`config.mk`:
```
export PLATFORM = sky130hd
export DESIGN_NAME = pause_tx_gate
export DESIGN_NICKNAME = d
export VERILOG_FILES = /design/src/rtl/pqg_pkg.sv /design/src/rtl/pqg_event_qual.sv /design/src/rtl/pqg_quanta_timer.sv /design/src/rtl/pqg_frame_gate.sv /design/src/rtl/pause_tx_gate.sv
export SDC_FILE = /design/constraint.sdc
export NUM_CORES = 1
export LEC_CHECK = 0
export BUFFER_PORTS_ARGS = -buffer_cell sky130_fd_sc_hd__buf_2
export CORE_AREA = 2 2 220 222
export DETAILED_ROUTE_END_ITERATION = 10
export DIE_AREA = 0 0 222 224
export HOLD_SLACK_MARGIN = 0.03
export PLACE_DENSITY_LB_ADDON = 0.08
export RECOVER_POWER = 25
export SYNTH_ARGS = -nofsm -noshare
export SYNTH_HDL_FRONTEND = slang
export SYNTH_SLANG_ARGS = --single-unit
```
`constraint.sdc`:
```
create_clock -name clk -period 7 [get_ports clk]
set_input_delay 0.35 -clock clk [delete_from_list [all_inputs] [get_ports clk]]
set_output_delay 0.35 -clock clk [all_outputs]
set_load 0.05 [all_outputs]
```
`src/rtl/pqg_pkg.sv`:
```
// Package: shared types and derived constants for the pause transmit gate.
// Assumes DATA_W divides 512 (256 or 512 bits in practice).
package pqg_pkg;

    typedef enum logic {
        EVT_STD  = 1'b0,
        EVT_PRIO = 1'b1
    } evt_kind_e;

    // Cycles that one 512-bit-time pause quantum spans for a datapath width.
    function automatic int unsigned cycles_per_quantum(input int unsigned data_w);
        return 512 / data_w;
    endfunction

endpackage

```
`src/rtl/pqg_event_qual.sv`:
```
// Module: pqg_event_qual
// Turns a decoded pause event into load strobes: one for the standard timer
// and one per class timer. Assumes evt_valid is a single-cycle strobe.
// A strobe fires only when the event kind matches the mode and every enable
// condition for that mode holds.
module pqg_event_qual
    import pqg_pkg::*;
#(
    parameter int unsigned NUM_CLS = 8
) (
    input  logic               prio_mode,
    input  logic [NUM_CLS-1:0] rx_pause_en,
    input  logic               std_xoff_en,
    input  logic               evt_valid,
    input  logic               evt_kind,
    input  logic               evt_addr_hit,
    input  logic [NUM_CLS-1:0] evt_class_vec,
    output logic               std_load,
    output logic [NUM_CLS-1:0] cls_load
);

    logic base_ok;
    logic std_ok;
    logic prio_ok;

    // Conditions common to every mode, then the per-mode gating.
    always_comb begin
        base_ok = evt_valid && evt_addr_hit;
        std_ok  = base_ok && !prio_mode && (evt_kind == EVT_STD)
                  && std_xoff_en && rx_pause_en[0];
        prio_ok = base_ok && prio_mode && (evt_kind == EVT_PRIO);
    end

    assign std_load = std_ok;

    // One load strobe per class, masked by the class vector and its enable.
    for (genvar c = 0; c < NUM_CLS; c++) begin : g_cls
        assign cls_load[c] = prio_ok && evt_class_vec[c] && rx_pause_en[c];
    end

endmodule

```
`src/rtl/pqg_quanta_timer.sv`:
```
// Module: pqg_quanta_timer
// Pause countdown in whole quanta, with a partial-quantum cycle counter.
// A load always replaces the count and restarts the partial quantum; a load of
// zero stops the timer immediately. busy is high while the count is nonzero.
module pqg_quanta_timer #(
    parameter int unsigned QUANTA_W = 16,
    parameter int unsigned CPQ      = 2
) (
    input  logic                clk,
    input  logic                rst_n,
    input  logic                load,
    input  logic [QUANTA_W-1:0] load_val,
    output logic [QUANTA_W-1:0] count,
    output logic                busy
);

    localparam int unsigned SUB_W = (CPQ > 1) ? $clog2(CPQ) : 1;
    localparam logic [SUB_W-1:0] SUB_LAST = SUB_W'(CPQ - 1);

    logic [SUB_W-1:0] sub_q;

    // Load overrides; otherwise step the partial quantum and count down.
    always_ff @(posedge clk) begin
        if (!rst_n) begin
            count <= '0;
            sub_q <= '0;
        end else if (load) begin
            count <= load_val;
            sub_q <= '0;
        end else if (count != '0) begin
            if (sub_q == SUB_LAST) begin
                sub_q <= '0;
                count <= count - 1'b1;
            end else begin
                sub_q <= sub_q + 1'b1;
            end
        end
    end

    assign busy = (count != '0);

endmodule

```
`src/rtl/pqg_frame_gate.sv`:
```
// Module: pqg_frame_gate
// Passes client beats to the MAC and tracks whether a frame is open.
// hold_req closes the interface only when no frame is open, so a frame that
// has started always completes. Assumes the client marks frame beats with
// sop and eop.
module pqg_frame_gate #(
    parameter int unsigned DATA_W = 256
) (
    input  logic              clk,
    input  logic              rst_n,
    input  logic              hold_req,
    input  logic              cli_valid,
    input  logic [DATA_W-1:0] cli_data,
    input  logic              cli_sop,
    input  logic              cli_eop,
    output logic              cli_ready,
    output logic              mac_valid,
    output logic [DATA_W-1:0] mac_data,
    output logic              mac_sop,
    output logic              mac_eop,
    input  logic              mac_ready,
    output logic              in_frame
);

    logic hold;
    logic accept;

    // Gate only at a frame boundary.
    always_comb begin
        hold      = hold_req && !in_frame;
        cli_ready = mac_ready && !hold;
        mac_valid = cli_valid && !hold;
        accept    = cli_valid && cli_ready;
    end

    assign mac_data = cli_data;
    assign mac_sop  = cli_sop;
    assign mac_eop  = cli_eop;

    // Open on an accepted sop, close on an accepted eop.
    always_ff @(posedge clk) begin
        if (!rst_n) begin
            in_frame <= 1'b0;
        end else if (accept) begin
            if (cli_eop) begin
                in_frame <= 1'b0;
            end else if (cli_sop) begin
                in_frame <= 1'b1;
            end
        end
    end

endmodule

```
`src/rtl/pause_tx_gate.sv`:
```
// Module: pause_tx_gate (top)
// Applies received pause events to the transmit side. Standard mode closes the
// client interface at frame boundaries while the standard timer runs. Priority
// mode reports per-class paused status and leaves the datapath open.
// Assumes DATA_W is 256 or 512, so one quantum spans 2 or 1 cycles.
module pause_tx_gate
    import pqg_pkg::*;
#(
    parameter int unsigned DATA_W   = 256,
    parameter int unsigned QUANTA_W = 16,
    parameter int unsigned NUM_CLS  = 8
) (
    input  logic                clk,
    input  logic                rst_n,
    input  logic                cfg_prio_mode,
    input  logic [NUM_CLS-1:0]  cfg_rx_pause_en,
    input  logic                cfg_std_xoff_en,
    input  logic                evt_valid,
    input  logic                evt_kind,
    input  logic                evt_addr_hit,
    input  logic [QUANTA_W-1:0] evt_quanta,
    input  logic [NUM_CLS-1:0]  evt_class_vec,
    input  logic                cli_valid,
    input  logic [DATA_W-1:0]   cli_data,
    input  logic                cli_sop,
    input  logic                cli_eop,
    output logic                cli_ready,
    output logic                mac_valid,
    output logic [DATA_W-1:0]   mac_data,
    output logic                mac_sop,
    output logic                mac_eop,
    input  logic                mac_ready,
    output logic [NUM_CLS-1:0]  class_paused
);

    localparam int unsigned CPQ = cycles_per_quantum(DATA_W);

    logic                std_load;
    logic [NUM_CLS-1:0]  cls_load;
    logic [QUANTA_W-1:0] std_count;
    logic                std_busy;
    logic [NUM_CLS-1:0]  cls_busy;
    logic                hold_req;
    logic                in_frame;

    // Event qualification against mode and enables.
    pqg_event_qual #(.NUM_CLS(NUM_CLS)) u_qual (
        .prio_mode     (cfg_prio_mode),
        .rx_pause_en   (cfg_rx_pause_en),
        .std_xoff_en   (cfg_std_xoff_en),
        .evt_valid     (evt_valid),
        .evt_kind      (evt_kind),
        .evt_addr_hit  (evt_addr_hit),
        .evt_class_vec (evt_class_vec),
        .std_load      (std_load),
        .cls_load      (cls_load)
    );

    // Standard pause timer.
    pqg_quanta_timer #(.QUANTA_W(QUANTA_W), .CPQ(CPQ)) u_std_tmr (
        .clk      (clk),
        .rst_n    (rst_n),
        .load     (std_load),
        .load_val (evt_quanta),
        .count    (std_count),
        .busy     (std_busy)
    );

    // One timer per priority class.
    for (genvar c = 0; c < NUM_CLS; c++) begin : g_cls_tmr
        logic [QUANTA_W-1:0] cnt_unused;
        pqg_quanta_timer #(.QUANTA_W(QUANTA_W), .CPQ(CPQ)) u_tmr (
            .clk      (clk),
            .rst_n    (rst_n),
            .load     (cls_load[c]),
            .load_val (evt_quanta),
            .count    (cnt_unused),
            .busy     (cls_busy[c])
        );
    end

    // Gate request only in standard mode; status only in priority mode.
    always_comb begin
        hold_req     = std_busy && !cfg_prio_mode;
        class_paused = cfg_prio_mode ? cls_busy : '0;
    end

    // Frame-boundary gate on the client-to-MAC path.
    pqg_frame_gate #(.DATA_W(DATA_W)) u_gate (
        .clk       (clk),
        .rst_n     (rst_n),
        .hold_req  (hold_req),
        .cli_valid (cli_valid),
        .cli_data  (cli_data),
        .cli_sop   (cli_sop),
        .cli_eop   (cli_eop),
        .cli_ready (cli_ready),
        .mac_valid (mac_valid),
        .mac_data  (mac_data),
        .mac_sop   (mac_sop),
        .mac_eop   (mac_eop),
        .mac_ready (mac_ready),
        .in_frame  (in_frame)
    );

endmodule

```
### After elaboration in Yosys (flattened, before gate mapping)

Cells that the tools add are included.

* $add $sub $neg: 18
* $mul: 0
* divide/modulo/power cells: 0
* $lt $le $gt $ge: 0
* equality and inequality tests: 0
* shifts and indexed selects: 0
* muxes and demuxes: 39
* bitwise operators: 2
* reductions and logical operators: 78

Operator list (number)
* $mux 16: 27
* $reduce_bool 16->1: 9
* $sub 16x1->16 const B: 9
* $reduce_bool 2->1: 19
* $logic_and 1x1->1: 28
* $reduce_and 2->1: 10
* $reduce_or 2->1: 9
* $mux 1: 11
* $add 1x1->1 const B: 9
* $mux 8: 1
* $logic_not 1->1: 3
* $not 1->1: 2

* register bits: 154
* latch bits: 0
* RAM bits: 0
* ROM bits: 0
* bits of input ports: 299
* output and inout port bits: 268
* logic and storage cells: 156
* memories: 0

### Longest topological paths before layout

* depth after elaboration: 7
* gate-level depth with buffers: 8
* depth with buffers taken out: 7

### By module

Synthesis repeated with hierarchy kept, for this count alone.

* cells, all modules: 1412
* area, all modules: 11255.8 um^2

Modules (own cells, without submodules)
* pqg_quanta_timer (g_cls_tmr[0].u_tmr ...): instances 7, cells each 123, area each 999.7 um^2, seq. area each 340.3 um^2
* pqg_quanta_timer (g_cls_tmr[7].u_tmr ...): instances 2, cells each 133, area each 1054.8 um^2, seq. area each 340.3 um^2
* pqg_frame_gate: instances 1, cells each 265, area each 2014.4 um^2, seq. area each 20.0 um^2
* pqg_event_qual: instances 1, cells each 11, area each 77.6 um^2, seq. area each 0.0 um^2
* pause_tx_gate: instances 1, cells each 9, area each 56.3 um^2, seq. area each 0.0 um^2

### Worst setup path after synthesis

OpenSTA, ideal clock, no wires.

* kind: reg2out
* start point: register u_std_tmr.count[3]
* end point: output port cli_ready
* arrival time: 2.023 ns
* required time: 6.650 ns
* path slack: 4.627 ns
* stages on the path, launching flop included: 5
* buffers on the path: 0
* path through: dfxtp_1 > nor4_2 > nand4b_1 > o21ai_0 > and2_1

* cells in the longest elaborated chain, start to end: 5

Ends and longest elaborated chain
* start, declared: line pqg_quanta_timer.sv:13 `output logic [QUANTA_W-1:0] count,`
* start signal, assigned: line pqg_quanta_timer.sv:28 `count <= load_val;`
* start signal, assigned: line pqg_quanta_timer.sv:33 `count <= count - 1'b1;`
* $reduce_bool 16->1: line pqg_quanta_timer.sv:40 `assign busy = (count != '0);`
* $logic_and 1x1->1: line pause_tx_gate.sv:84 `hold_req = std_busy && !cfg_prio_mode;`
* $logic_and 1x1->1: line pqg_frame_gate.sv:30 `hold = hold_req && !in_frame;`
* $logic_not 1->1: line pqg_frame_gate.sv:31 `cli_ready = mac_ready && !hold;`
* $logic_and 1x1->1: line pqg_frame_gate.sv:31
* end, declared: line pause_tx_gate.sv:27 `output logic cli_ready,`

Every way passes these cells.

### Final worst setup path

* start point: register u_std_tmr.count[0]
* end point: output port cli_ready

The elaborated chain is that of the path after synthesis.

==> run_results.csv <==
group,metric,value,unit
power,p_leak,3.58,nW
logic_synthesis,synthCells,1392,
run,cap_violations,0,
min_path,hold_class,"in2reg",
routing,wl_per_cell,20.7,µm
logic_synthesis,synth.top_cell.area_share,28.4,%
routing,first_pass_iters,4,
critical_path,end_kind,"output port",
power,ir_worst_vdd,0.182,mV
timing,tns,0,ps
die,num_io_pins,567,
place,place_hpwl,23.2,mm
logic_synthesis,synth.most_common_cell,"buf_4",
logic_synthesis,postSynthAreaPerCell,7.80,µm²
critical_path,timing.rr.end,"g_cls_tmr[0].u_tmr.count[13]$_SDFFE_PN0P_",
clock_network,clkSinkCount,154,
grt,grt_pass1_vias,8574,
logic_synthesis,ys_warn_count,0,
timing,min_period_over_period,50.0,%
logic_synthesis,synth_edf_count,0,
timing,drv_slew,0,
timing,hold_viol_final,0,
routing,viasPerCell,4.91,
timing,rsz0062_at_grt,"false",
grt,gr-usage-all-layers,14.9,%
clock_network,postCtsSetupRepairBufs,0,
routing,drt_wl_total,36.6,mm
timing,fin_skew,7.57,ps
logic_synthesis,syn_area,10900,µm²
logic_synthesis,synth.area.top_cells,"dfxtp_1 28%, buf_4 18%, a21oi_1 5.9%, o21ai_0 5.1%, xnor2_1 5.1%",
logic_synthesis,async_flop_share,0,%
grt,overflow,0,
die,rows,80,
critical_path,start_kind,"flip-flop",
clock_network,cts_buffers,17,
power,power.density,622,nW/µm²
grt,grt_max_degree,71,
critical_path,ff2ff_setup_slack,4050,ps
die,core_area,47300,µm²
power,p_total,6.44,mW
critical_path,rr_worst_depth,7,
timing,relSlewSlack,21.2,%
min_path,min-delay-start,"cli_eop",
logic_synthesis,synth_area_leader_cell,"dfxtp_1",
logic_synthesis,ys_seq_area_share,28.4,%
die,floorplan.initialDensity,22.9,%
clock_network,h-tree-depth,4,
logic_synthesis,synth-seq-cells,154,
routing,drt_iter0_markers,554,
logic_synthesis,syn_nets,1700,
final_layout,final_nets,1450,
critical_path,path_max_fanout,9,
grt,grt_pass1_wl,55.6,mm
die,die_y,224,µm
clock_network,holdBufCountCts,0,
critical_path,cp.required,6650,ps
timing,min_period,3500,ps
die,die_area,49700,µm²
place,routabilityCongestion,0.721,
timing,fmax,0.286,GHz
final_layout,antennaDiodeCount,0,
final_layout,drive_above_1_share,10.3,%
timing,setup_viol,0,
die,die-width,222,µm
critical_path,r2r-start,"g_cls_tmr[0].u_tmr.count[0]$_SDFFE_PN0P_",
clock_network,cts_tree,"done",
routing,drtAntennaViolNets,0,
timing,tightest_slew,1180,ps
critical_path,path_class,"reg2out",
status,status,"completed",
final_layout,area_growth,-4.50,%
logic_synthesis,netlist_top_cells_count,"258 x buf_4, 154 x dfxtp_1, 128 x a21oi_1",
clock_network,clockRootBuffer,"clkbuf_16",
logic_synthesis,ys.flop_type,"dfxtp_1",
min_path,min_delay_worst_endpoint,"u_gate.in_frame$_SDFFE_PN0P_",
grt,antenna_found_initial,3,
routing,vias,8698,
clock_network,post_cts_resized,0,
clock_network,clockBufferDepth,2,
logic_synthesis,ys_types,71,
clock_network,clk_latency,450,ps
routing,drc,0,
min_path,holdPathStages,2,
clock_network,path_clk_slew,60,ps
critical_path,cp_data_arrival_time,3150,ps
place,io_buffers,54,
==> power breakdown <==
part,internal [mW],switching (mW),leakage (nW)
registers,1.25,0.416,1.26
logic,1.49,2.27,2.01
clock network,0.612,0.410,0.308
total,3.35,3.09,3.58
==> stage by stage <==
| stage | worst slack (ps) | util [%] | cells | hold slack, ps | cell area (µm²) |
|---|---|---|---|---|---|
| global route | 3260 | 21.9 | 1770 | 93.1 | 10400 |
| floorplan | 4630 | - | 1392 | 462 | 10900 |
| CTS | 3470 | 21.9 | 1770 | 76.5 | 10400 |
| global placement | 3800 | 20.6 | 1738 | 498 | 9740 |
| detailed placement | 3650 | 20.6 | 1738 | 507 | 9740 |
| finish | 3500 | 21.9 | 1770 | 114 | 10400 |
==> placed cells by master, fill, tap and decap left out, types with 25 or more instances in the layout <==
cell type  instances
dfxtp_1          154
a21oi_1          128
o21ai_0          111
nor2_1            83
xnor2_1           63
buf_2             53
nand2_1           50
nand3_1           45
nor3_1            37
inv_1             31
xor2_1            30
nor4_1            28
or3_1             26
a211oi_1          25
==> how the worst max path moves through the flow <==
stage | startpoint | end | slack, ps | cells past startpoint
2_1_floorplan | u_std_tmr.count[3]$_SDFFE_PN0P_ | cli_ready | 4630 | 4
6_report | u_std_tmr.count[0]$_SDFFE_PN0P_ | cli_ready | 3500 | 7
3_5_place_dp | cfg_prio_mode | g_cls_tmr[4].u_tmr.count[14]$_SDFFE_PN0P_ | 3650 | 6
3_3_place_gp | cfg_prio_mode | g_cls_tmr[4].u_tmr.count[13]$_SDFFE_PN0P_ | 3800 | 6
4_1_cts | u_std_tmr.count[0]$_SDFFE_PN0P_ | cli_ready | 3470 | 7
5_1_grt | u_std_tmr.count[0]$_SDFFE_PN0P_ | cli_ready | 3260 | 7
==> state kept, by name, summed over array words and instances, names as in the netlist <==
name and count:
u_gate.in_frame 1, g_cls_tmr.u_tmr.sub_q 8, u_std_tmr.sub_q 1, g_cls_tmr.u_tmr.count 128, u_std_tmr.count 16
==> per-layer routing <==
layer / vias to the layer above / part of all wire (%) / track usage, %
li1: 4248 / - / -
met1: 4154 / 47 / 19.8
met2: 255 / 46 / 23.6
met3: 41 / 5.8 / 4.05
met4: 0 / 1.4 / 4.03
met5: - / 0 / 0
==> critical path, stage by stage (launching register included) <==
cell      delay, ps
dfxtp_1         330
inv_1           120
ha_1            170
nor2b_1         570
nand4b_1        510
o21ai_0         530
and2_1          210
buf_2           270
==> area by class of cell <==
class	instances	area [µm²]
clock buffers	19	453
repair buffers	63	340
fillers	5255	37000
inverters	32	120
multi-input cells	874	5420
well taps	615	769
flip-flops and latches	154	3080
clock inverters	13	174
==> kinds of logic after synthesis <==
family / synth area share, %
and+or+nand+nor: 20.8
buffers and inverters: 21.6
AOI/OAI and AO/OA: 19.7
DFF: 28.4
xor gates and xnor gates: 7.51
muxes: 0.980
adders and majority gates: 1.04
(Power assumes the default switching activity.)
